`config.mk`:
```
export PLATFORM = sky130hd
export DESIGN_NAME = spi_byte_master
export DESIGN_NICKNAME = d
export VERILOG_FILES = /design/src/rtl/spi_master_pkg.sv /design/src/rtl/spi_sck_timer.sv /design/src/rtl/spi_shift_core.sv /design/src/rtl/spi_byte_master.sv
export SDC_FILE = /design/constraint.sdc
export NUM_CORES = 1
export LEC_CHECK = 0
export ABC_AREA = 1
export BUFFER_PORTS_ARGS = -buffer_cell sky130_fd_sc_hd__buf_4
export CAP_MARGIN = 10
export CORE_MARGIN = 5
export CORE_UTILIZATION = 53
export CTS_CLUSTER_SIZE = 8
export DETAILED_ROUTE_END_ITERATION = 8
export MAX_ROUTING_LAYER = met4
export PLACE_DENSITY_LB_ADDON = 0.2
export SLEW_MARGIN = 20
export SYNTH_ARGS = -nofsm -noshare
export SYNTH_HDL_FRONTEND = slang
export SYNTH_SLANG_ARGS = --single-unit
```
`constraint.sdc`:
```
create_clock -name clk -period 1.7 [get_ports clk]
set_input_delay 0.34 -clock clk [delete_from_list [all_inputs] [get_ports clk]]
set_output_delay 0.34 -clock clk [all_outputs]
set_load 0.05 [all_outputs]
```
`src/rtl/spi_master_pkg.sv`:
```
package spi_master_pkg;
  typedef enum logic [2:0] {
    RA_CTRL  = 3'd0,
    RA_STAT  = 3'd1,
    RA_DATA  = 3'd2,
    RA_DIV   = 3'd3,
    RA_IFLAG = 3'd4
  } reg_addr_e;

  // control bit positions
  localparam int unsigned CB_IE   = 7;
  localparam int unsigned CB_LSBF = 6;
  localparam int unsigned CB_MSTR = 5;
  localparam int unsigned CB_CPOL = 4;
  localparam int unsigned CB_CPHA = 3;

  typedef struct packed {
    logic ie;
    logic lsbf;
    logic master;
    logic cpol;
    logic cpha;
  } ctrl_t;
endpackage

```
`src/rtl/spi_sck_timer.sv`:
```
module spi_sck_timer #(
  parameter int unsigned CNT_W = 7
) (
  input  logic             clk,
  input  logic             rst_n,
  input  logic             run,
  input  logic [CNT_W-1:0] half,
  output logic             tick
);
  logic [CNT_W-1:0] cnt_q;

  assign tick = run && (cnt_q == half - CNT_W'(1));

  always_ff @(posedge clk) begin
    if (!rst_n)           cnt_q <= '0;
    else if (!run || tick) cnt_q <= '0;
    else                  cnt_q <= cnt_q + CNT_W'(1);
  end

  AST_TICK_GAP: assert property (@(posedge clk) disable iff (!rst_n)
    tick |=> !tick);
endmodule

```
`src/rtl/spi_shift_core.sv`:
```
module spi_shift_core #(
  parameter int unsigned DATA_W = 8
) (
  input  logic              clk,
  input  logic              rst_n,
  input  logic              start,
  input  logic              abort,
  input  logic [DATA_W-1:0] tx_byte,
  input  logic              cpol,
  input  logic              cpha,
  input  logic              lsbf,
  input  logic              tick,
  input  logic              miso,
  output logic              busy,
  output logic              sck,
  output logic              mosi,
  output logic [DATA_W-1:0] rx_byte,
  output logic              done
);
  localparam int unsigned EDGES = 2 * DATA_W;
  localparam int unsigned EC_W  = $clog2(EDGES);
  localparam logic [EC_W-1:0] EC_LAST = EC_W'(EDGES - 1);

  logic              busy_q, sck_q, done_q;
  logic [DATA_W-1:0] tx_q, rx_q, rx_next;
  logic [EC_W-1:0]   ec_q;
  logic              samp_edge;

  // even edge index = leading edge; phase picks which one samples
  assign samp_edge = (~ec_q[0]) ^ cpha;
  assign rx_next   = lsbf ? {miso, rx_q[DATA_W-1:1]} : {rx_q[DATA_W-2:0], miso};

  always_ff @(posedge clk) begin
    if (!rst_n) begin
      busy_q <= 1'b0;
      sck_q  <= 1'b0;
      done_q <= 1'b0;
      tx_q   <= '0;
      rx_q   <= '0;
      ec_q   <= '0;
    end else begin
      done_q <= 1'b0;
      if (abort) begin
        busy_q <= 1'b0;
        sck_q  <= cpol;
      end else if (start) begin
        busy_q <= 1'b1;
        tx_q   <= tx_byte;
        ec_q   <= '0;
        sck_q  <= cpol;
      end else if (busy_q && tick) begin
        sck_q <= ~sck_q;
        ec_q  <= ec_q + EC_W'(1);
        if (samp_edge)
          rx_q <= rx_next;
        else if (ec_q != '0)
          tx_q <= lsbf ? (tx_q >> 1) : (tx_q << 1);
        if (ec_q == EC_LAST) begin
          busy_q <= 1'b0;
          done_q <= 1'b1;
        end
      end else if (!busy_q) begin
        sck_q <= cpol;
      end
    end
  end

  assign busy    = busy_q;
  assign sck     = sck_q;
  assign done    = done_q;
  assign rx_byte = rx_q;
  assign mosi    = lsbf ? tx_q[0] : tx_q[DATA_W-1];

  AST_DONE_AFTER_BUSY: assert property (@(posedge clk) disable iff (!rst_n)
    done_q |-> (!busy_q && $past(busy_q)));
  AST_SCK_IDLE_LEVEL: assert property (@(posedge clk) disable iff (!rst_n)
    (!busy_q && $past(!busy_q) && $stable(cpol)) |-> (sck_q == cpol));
endmodule

```
`src/rtl/spi_byte_master.sv`:
```
module spi_byte_master
  import spi_master_pkg::*;
#(
  parameter int unsigned DATA_W  = 8,
  parameter int unsigned DIV_MIN = 8
) (
  input  logic              clk,
  input  logic              rst_n,
  input  logic              reg_wr,
  input  logic              reg_rd,
  input  logic [2:0]        reg_addr,
  input  logic [DATA_W-1:0] reg_wdata,
  output logic [DATA_W-1:0] reg_rdata,
  output logic              irq,
  output logic              sck,
  output logic              mosi,
  input  logic              miso,
  input  logic              ssel_n
);
  localparam int unsigned DIV_W = DATA_W;
  localparam logic [DIV_W-1:0] DIV_FLOOR = DIV_W'(DIV_MIN);

  ctrl_t             ctrl_q;
  logic [DIV_W-1:0]  div_q;
  logic [DATA_W-1:0] rxbuf_q, rx_byte;
  logic              done_f, wcol_f, rovr_f, modf_f;
  logic              seen_xfer, seen_modf, iflag_q;
  logic              busy, done, tick;

  logic wr_ctrl, wr_data, wr_div, wr_iflag, rd_stat, data_acc;
  logic modf_evt, start, abort, collide, clr_xfer;

  assign wr_ctrl  = reg_wr && (reg_addr == RA_CTRL);
  assign wr_data  = reg_wr && (reg_addr == RA_DATA);
  assign wr_div   = reg_wr && (reg_addr == RA_DIV);
  assign wr_iflag = reg_wr && (reg_addr == RA_IFLAG);
  assign rd_stat  = reg_rd && (reg_addr == RA_STAT);
  assign data_acc = (reg_wr || reg_rd) && (reg_addr == RA_DATA);

  assign modf_evt = ctrl_q.master && !ssel_n;
  assign start    = wr_data && ctrl_q.master && !busy && !modf_evt;
  assign abort    = modf_evt || (wr_ctrl && !reg_wdata[CB_MSTR]);
  assign collide  = wr_data && busy;
  assign clr_xfer = data_acc && seen_xfer;

  spi_sck_timer #(.CNT_W(DIV_W-1)) u_timer (
    .clk  (clk),
    .rst_n(rst_n),
    .run  (busy),
    .half (div_q[DIV_W-1:1]),
    .tick (tick)
  );

  spi_shift_core #(.DATA_W(DATA_W)) u_core (
    .clk    (clk),
    .rst_n  (rst_n),
    .start  (start),
    .abort  (abort),
    .tx_byte(reg_wdata),
    .cpol   (ctrl_q.cpol),
    .cpha   (ctrl_q.cpha),
    .lsbf   (ctrl_q.lsbf),
    .tick   (tick),
    .miso   (miso),
    .busy   (busy),
    .sck    (sck),
    .mosi   (mosi),
    .rx_byte(rx_byte),
    .done   (done)
  );

  always_ff @(posedge clk) begin
    if (!rst_n) begin
      ctrl_q    <= '0;
      div_q     <= DIV_FLOOR;
      rxbuf_q   <= '0;
      done_f    <= 1'b0;
      wcol_f    <= 1'b0;
      rovr_f    <= 1'b0;
      modf_f    <= 1'b0;
      seen_xfer <= 1'b0;
      seen_modf <= 1'b0;
      iflag_q   <= 1'b0;
    end else begin
      if (wr_ctrl) begin
        ctrl_q.ie     <= reg_wdata[CB_IE];
        ctrl_q.lsbf   <= reg_wdata[CB_LSBF];
        ctrl_q.master <= reg_wdata[CB_MSTR] && !modf_evt;
        ctrl_q.cpol   <= reg_wdata[CB_CPOL];
        ctrl_q.cpha   <= reg_wdata[CB_CPHA];
      end else if (modf_evt) begin
        ctrl_q.master <= 1'b0;
      end

      if (wr_div)
        div_q <= (reg_wdata < DIV_FLOOR) ? DIV_FLOOR : {reg_wdata[DIV_W-1:1], 1'b0};

      if (done) rxbuf_q <= rx_byte;

      done_f <= (done_f && !clr_xfer) || done;
      wcol_f <= (wcol_f && !clr_xfer) || collide;
      rovr_f <= (rovr_f && !clr_xfer) || (done && done_f && !clr_xfer);

      if (rd_stat && (done_f || wcol_f || rovr_f)) seen_xfer <= 1'b1;
      else if (clr_xfer)                           seen_xfer <= 1'b0;

      modf_f <= (modf_f && !(wr_ctrl && seen_modf)) || modf_evt;
      if (rd_stat && modf_f) seen_modf <= 1'b1;
      else if (wr_ctrl)      seen_modf <= 1'b0;

      iflag_q <= (iflag_q && !(wr_iflag && reg_wdata[0])) || done || modf_evt;
    end
  end

  assign irq = iflag_q && ctrl_q.ie;

  always_comb begin
    reg_rdata = '0;
    case (reg_addr)
      RA_CTRL:  reg_rdata = DATA_W'({ctrl_q.ie, ctrl_q.lsbf, ctrl_q.master,
                                     ctrl_q.cpol, ctrl_q.cpha, 3'b000});
      RA_STAT:  reg_rdata = DATA_W'({done_f, wcol_f, rovr_f, modf_f, 4'b0000});
      RA_DATA:  reg_rdata = rxbuf_q;
      RA_DIV:   reg_rdata = div_q;
      RA_IFLAG: reg_rdata = DATA_W'(iflag_q);
      default:  reg_rdata = '0;
    endcase
  end

  AST_WCOL_ON_BUSY_WRITE: assert property (@(posedge clk) disable iff (!rst_n)
    (wr_data && busy) |=> wcol_f);
  AST_OVERRUN_FROM_DONE: assert property (@(posedge clk) disable iff (!rst_n)
    $rose(rovr_f) |-> $past(done));
  AST_MODF_DROPS_MASTER: assert property (@(posedge clk) disable iff (!rst_n)
    modf_evt |=> (!ctrl_q.master && modf_f && !busy));
  AST_NO_START_UNMASTERED: assert property (@(posedge clk) disable iff (!rst_n)
    (!ctrl_q.master && !busy) |=> !busy);
endmodule

```
==> summary.txt <==
Status
  – Status: finished with violations
  – Violated checks: setup timing

Synth
  – Yosys top cell area share: 37.0%
  – Syn Inst Count: 455
  – Yosys top cell by area: dfxtp_1
  – Ys Warns: 0
  – Post-synthesis simple-gate area fraction: 30.0%
  – Net Count, Synth: 476
  – Adder-cell share of the synthesized area: roughly 1.6%
  – Largest family of logic cells by synthesized area: simple AND/OR/NAND/NOR gates
  – Register area share after synthesis: roughly 37%
  – Number of synthesized register bits: 57
  – Post-synthesis compound-gate area fraction: 19.5%
  – XOR/XNOR Fraction of Synth Area: around 2.0%
  – Top post-synthesis cells by area: dfxtp_1, nand2_1, nor2_1, inv_1, o21ai_0
  – Cell area after synthesis: 3080 sq um
  – Synthesized area per cell: 6.78 sq um
  – Post-synthesis mux area share: 0%
  – Yosys cell types: 38

STA
  – Peak Freq: between 0.5 and 0.6 GHz
  – Setup ws final: -0.142 ns
  – Layout Skew: 0.00760 ns
  – Max-slew violation count: 0
  – Crit path time final: 1.84 ns
  – Final setup vio count: 23
  – Slew HR: between 60% and 70%
  – Slew @ Worst Pin: 0.495 ns
  – Hold slack final: 0.281 ns
  – Setup_tns: -2.21 ns
  – Fin crit share: 108%
  – RSZ-0062 raised after global routing: yes
  – Fin. Hold Viols: 0

Worst setup path
  – Reg2Reg Depth: 16
  – Critical path endpoint category: flip-flop
  – FF-to-FF setup slack: -0.14 ns
  – Nature of the critical path startpoint: flip-flop
  – Critical path startpoint: div_q[2]$_SDFFE_PN0P_
  – WS Path Type: flip-flop to flip-flop
  – Reg2reg end: u_core.sck$_SDFFE_PN0P_
  – Worst Path Max Fanout: 4
  – CP Capture Point: u_core.sck$_SDFFE_PN0P_
  – Arrival time at the worst endpoint: 2.08 ns
  – Data required time of the worst path: approximately 1.9 ns
  – Reg-to-reg startpoint: div_q[2]$_SDFFE_PN0P_

Die
  – Initial core utilization: between 50% and 60%
  – Die Height: 86.3 um
  – Core area: 5570 sq um
  – I/O Pins: 28
  – Die Wd: 86.3 um
  – Die area: 7450 sq um
  – Standard-cell row count: 27

CTS
  – Skew-Pair Late Insertion Delay: roughly 0.34 ns
  – TritonCTS Buffers: 9
  – Hold buffer count at CTS: 0
  – Clock root buffer: clkbuf_8
  – TritonCTS clock tree: done
  – CTS sink count: 57
  – H-tree levels: 3
  – Clk slew on worst S/H paths: approximately 0.070 ns
  – Max clock buf depth: 2

Detailed routing
  – Post-DR wirelength/cell: 13.5 um
  – DR pass1 iterations: 5
  – DRC: 0
  – Post-route ant nets: 0
  – Vias/cell: 5.31
  – Vias: around 3200
  – DR iter-0 viols: 220
  – WL final: 8040 um

Power and ir drop
  – Comb pwr share: ~8.1%
  – Power Internal: 2.11 mW
  – PD cells: 723 nW/um^2
  – Switching share of power: 25.8%
  – Leak: 1.73 nW
  – VDD IR max: 0.000493 V
  – Clock network power share: 44.2%
  – Sw power: 0.732 mW
  – Sequential Power Share: 47.7%

Final layout
  – N_diodes: 0
  – P&R area growth vs syn: 27.3%
  – Storage cell area: 1140 sq um
  – Layout cells sized above 1: 25.3%
  – Final core utilization: slightly above 70%
  – Filler cells: 470
  – Area occupied by multi-input gates: about 1700 sq um
  – Nets: 542

Global routing
  – Antenna violations before repair: 0
  – First-pass GRT wire length: roughly 13000 um
  – All-Layer GR Usage: 23.0%
  – Total grt overflow: 0
  – Vias in the first global route: 2900
  – Largest net degree at the start of global routing: 24

Job
  – Max Cap Viol: 0

Placement
  – Gp weighted congestion: 0.875
  – IO buf count: 27
  – Dpl hpwl: 5850 um

Min path
  – Hold Crit Class: primary input to flip-flop
-- cell usage after synthesis --
cell,instances
nor2_4,2
a21oi_4,1
dfxtp_1,57
xnor2_1,2
or2_2,1
nor3_1,4
buf_2,1
a21oi_1,29
and2_4,1
nor2_1,56
o311ai_0,1
ha_1,4
nand3_1,33
inv_1,50
o21bai_1,8
o21ai_0,35
nand2_2,2
clkinv_1,1
and3_1,1
a31oi_1,1
nand2_1,104
o211ai_1,1
xor2_1,5
nand4_4,1
o2111ai_1,4
nor3_2,1
a21oi_2,9
nor2_2,2
clkbuf_1,9
inv_2,10
a211oi_1,2
buf_6,2
nor3_4,1
o21ai_1,9
a22oi_1,1
nand4_1,2
nand2_4,1
buf_8,1
-- worst max-delay path: stages, from the launching register on --
cell and delay (ns):
dfxtp_2 0.33, inv_2 0.05, ha_4 0.23, nand2_1 0.05
inv_1 0.03, nor2_1 0.08, nand2_1 0.05, nor2_1 0.08
nand2_1 0.09, nor2_4 0.12, buf_4 0.12, buf_6 0.09
nand2_4 0.06, nor2_4 0.15, nand3_1 0.08, nand2_1 0.06
a21oi_1 0.05
-- power by group through the flow --
| stage | Combinational, mW | Sequential, mW | Clock (mW) |
|---|---|---|---|
| 2_1_floorplan | 0.117 | 1.39 | 0 |
| 3_3_place_gp | 0.215 | 1.38 | 0 |
| 3_5_place_dp | 0.217 | 1.38 | 0 |
| 4_1_cts | 0.222 | 1.35 | 1.27 |
| 5_1_grt | 0.251 | 1.36 | 1.34 |
| 6_report | 0.229 | 1.35 | 1.26 |
-- cells in the final DEF, fill, tap and decap left out, drive strengths merged --
cell,netlist,layout
a21oi,39,39
clkbuf,9,9
o211ai,1,1
dfxtp,57,57
xnor2,2,2
a211oi,2,2
inv,60,60
or2,1,1
o21bai,8,8
a22oi,1,1
a31oi,1,1
bufinv,0,1
nor2,60,60
ha,4,4
buf,4,67
nand4,3,3
nor3,6,6
clkinvlp,0,3
o21ai,44,44
o311ai,1,1
nand3,33,33
and3,1,1
clkinv,1,4
and2,1,1
nand2,107,108
o2111ai,4,4
xor2,5,5
-- per-stage QoR --
stage	instances	setup WS, ns	area [sq um]	total power [mW]
floorplan	455	-0.136	3110	1.50
global placement	576	-0.122	3600	1.60
detailed placement	576	-0.162	3600	1.60
CTS	595	-0.117	3880	2.85
global route	598	-0.253	3930	2.94
finish	598	-0.142	3930	2.84
-- routing by layer --
metal,GRT usage [%],up-vias,share of wire (%)
li1,-,1602,-
met1,30.0,1439,45
met2,34.9,114,45
met3,5.13,20,7.1
met4,8.92,0,2.6
met5,-,-,0
-- sequential cells by signal, summed over array words and instances, names as in the netlist, 4 cells and up --
register,count
rxbuf_q,8
u_core.rx_byte,8
u_core.ec_q,4
ctrl_q,5
u_core.tx_q,8
u_timer.cnt_q,7
div_q,7
-- timing repair --
action	in CTS	in global routing
gates resized for setup	18	5
setup endpoints to repair	26	29
cloned	1	0
setup buffers	2	3
pin swaps	6	1
-- area by class of cell --
type	instances	area share, %
multi-input cells	325	43.9
inverters	61	5.83
clock inverters	7	1.82
flip-flops and latches	57	29.1
well taps	72	2.29
clock buffers	9	3.15
repair buffers	67	13.9
-- worst min path at each step --
stage / cells past startpoint / startpoint / endpoint / slack, ns
global route: 3 / rst_n / rovr_f$_SDFF_PN0_ / 0.29
global placement: 2 / seen_modf$_SDFFE_PN0P_ / seen_modf$_SDFFE_PN0P_ / 0.45
detailed placement: 2 / seen_modf$_SDFFE_PN0P_ / seen_modf$_SDFFE_PN0P_ / 0.46
finish: 3 / reg_wdata[7] / div_q[7]$_SDFFE_PN0P_ / 0.28
CTS: 3 / reg_wdata[7] / div_q[7]$_SDFFE_PN0P_ / 0.27
floorplan: 1 / u_timer.cnt_q[0]$_SDFF_PP0_ / u_timer.cnt_q[0]$_SDFF_PP0_ / 0.44
-- cell families (layout without fill, tap and decap cells) --
kind of cell	count (synthesis)	after routing
AO/OA/AOI/OAI	101	101
flip-flops	57	57
XOR/XNOR	7	7
AND/OR/NAND/NOR	212	213
buffers and inverters	74	144
adder cells (fa/ha/maj)	4	4
Note: power is estimated with default switching activity, not from simulation.
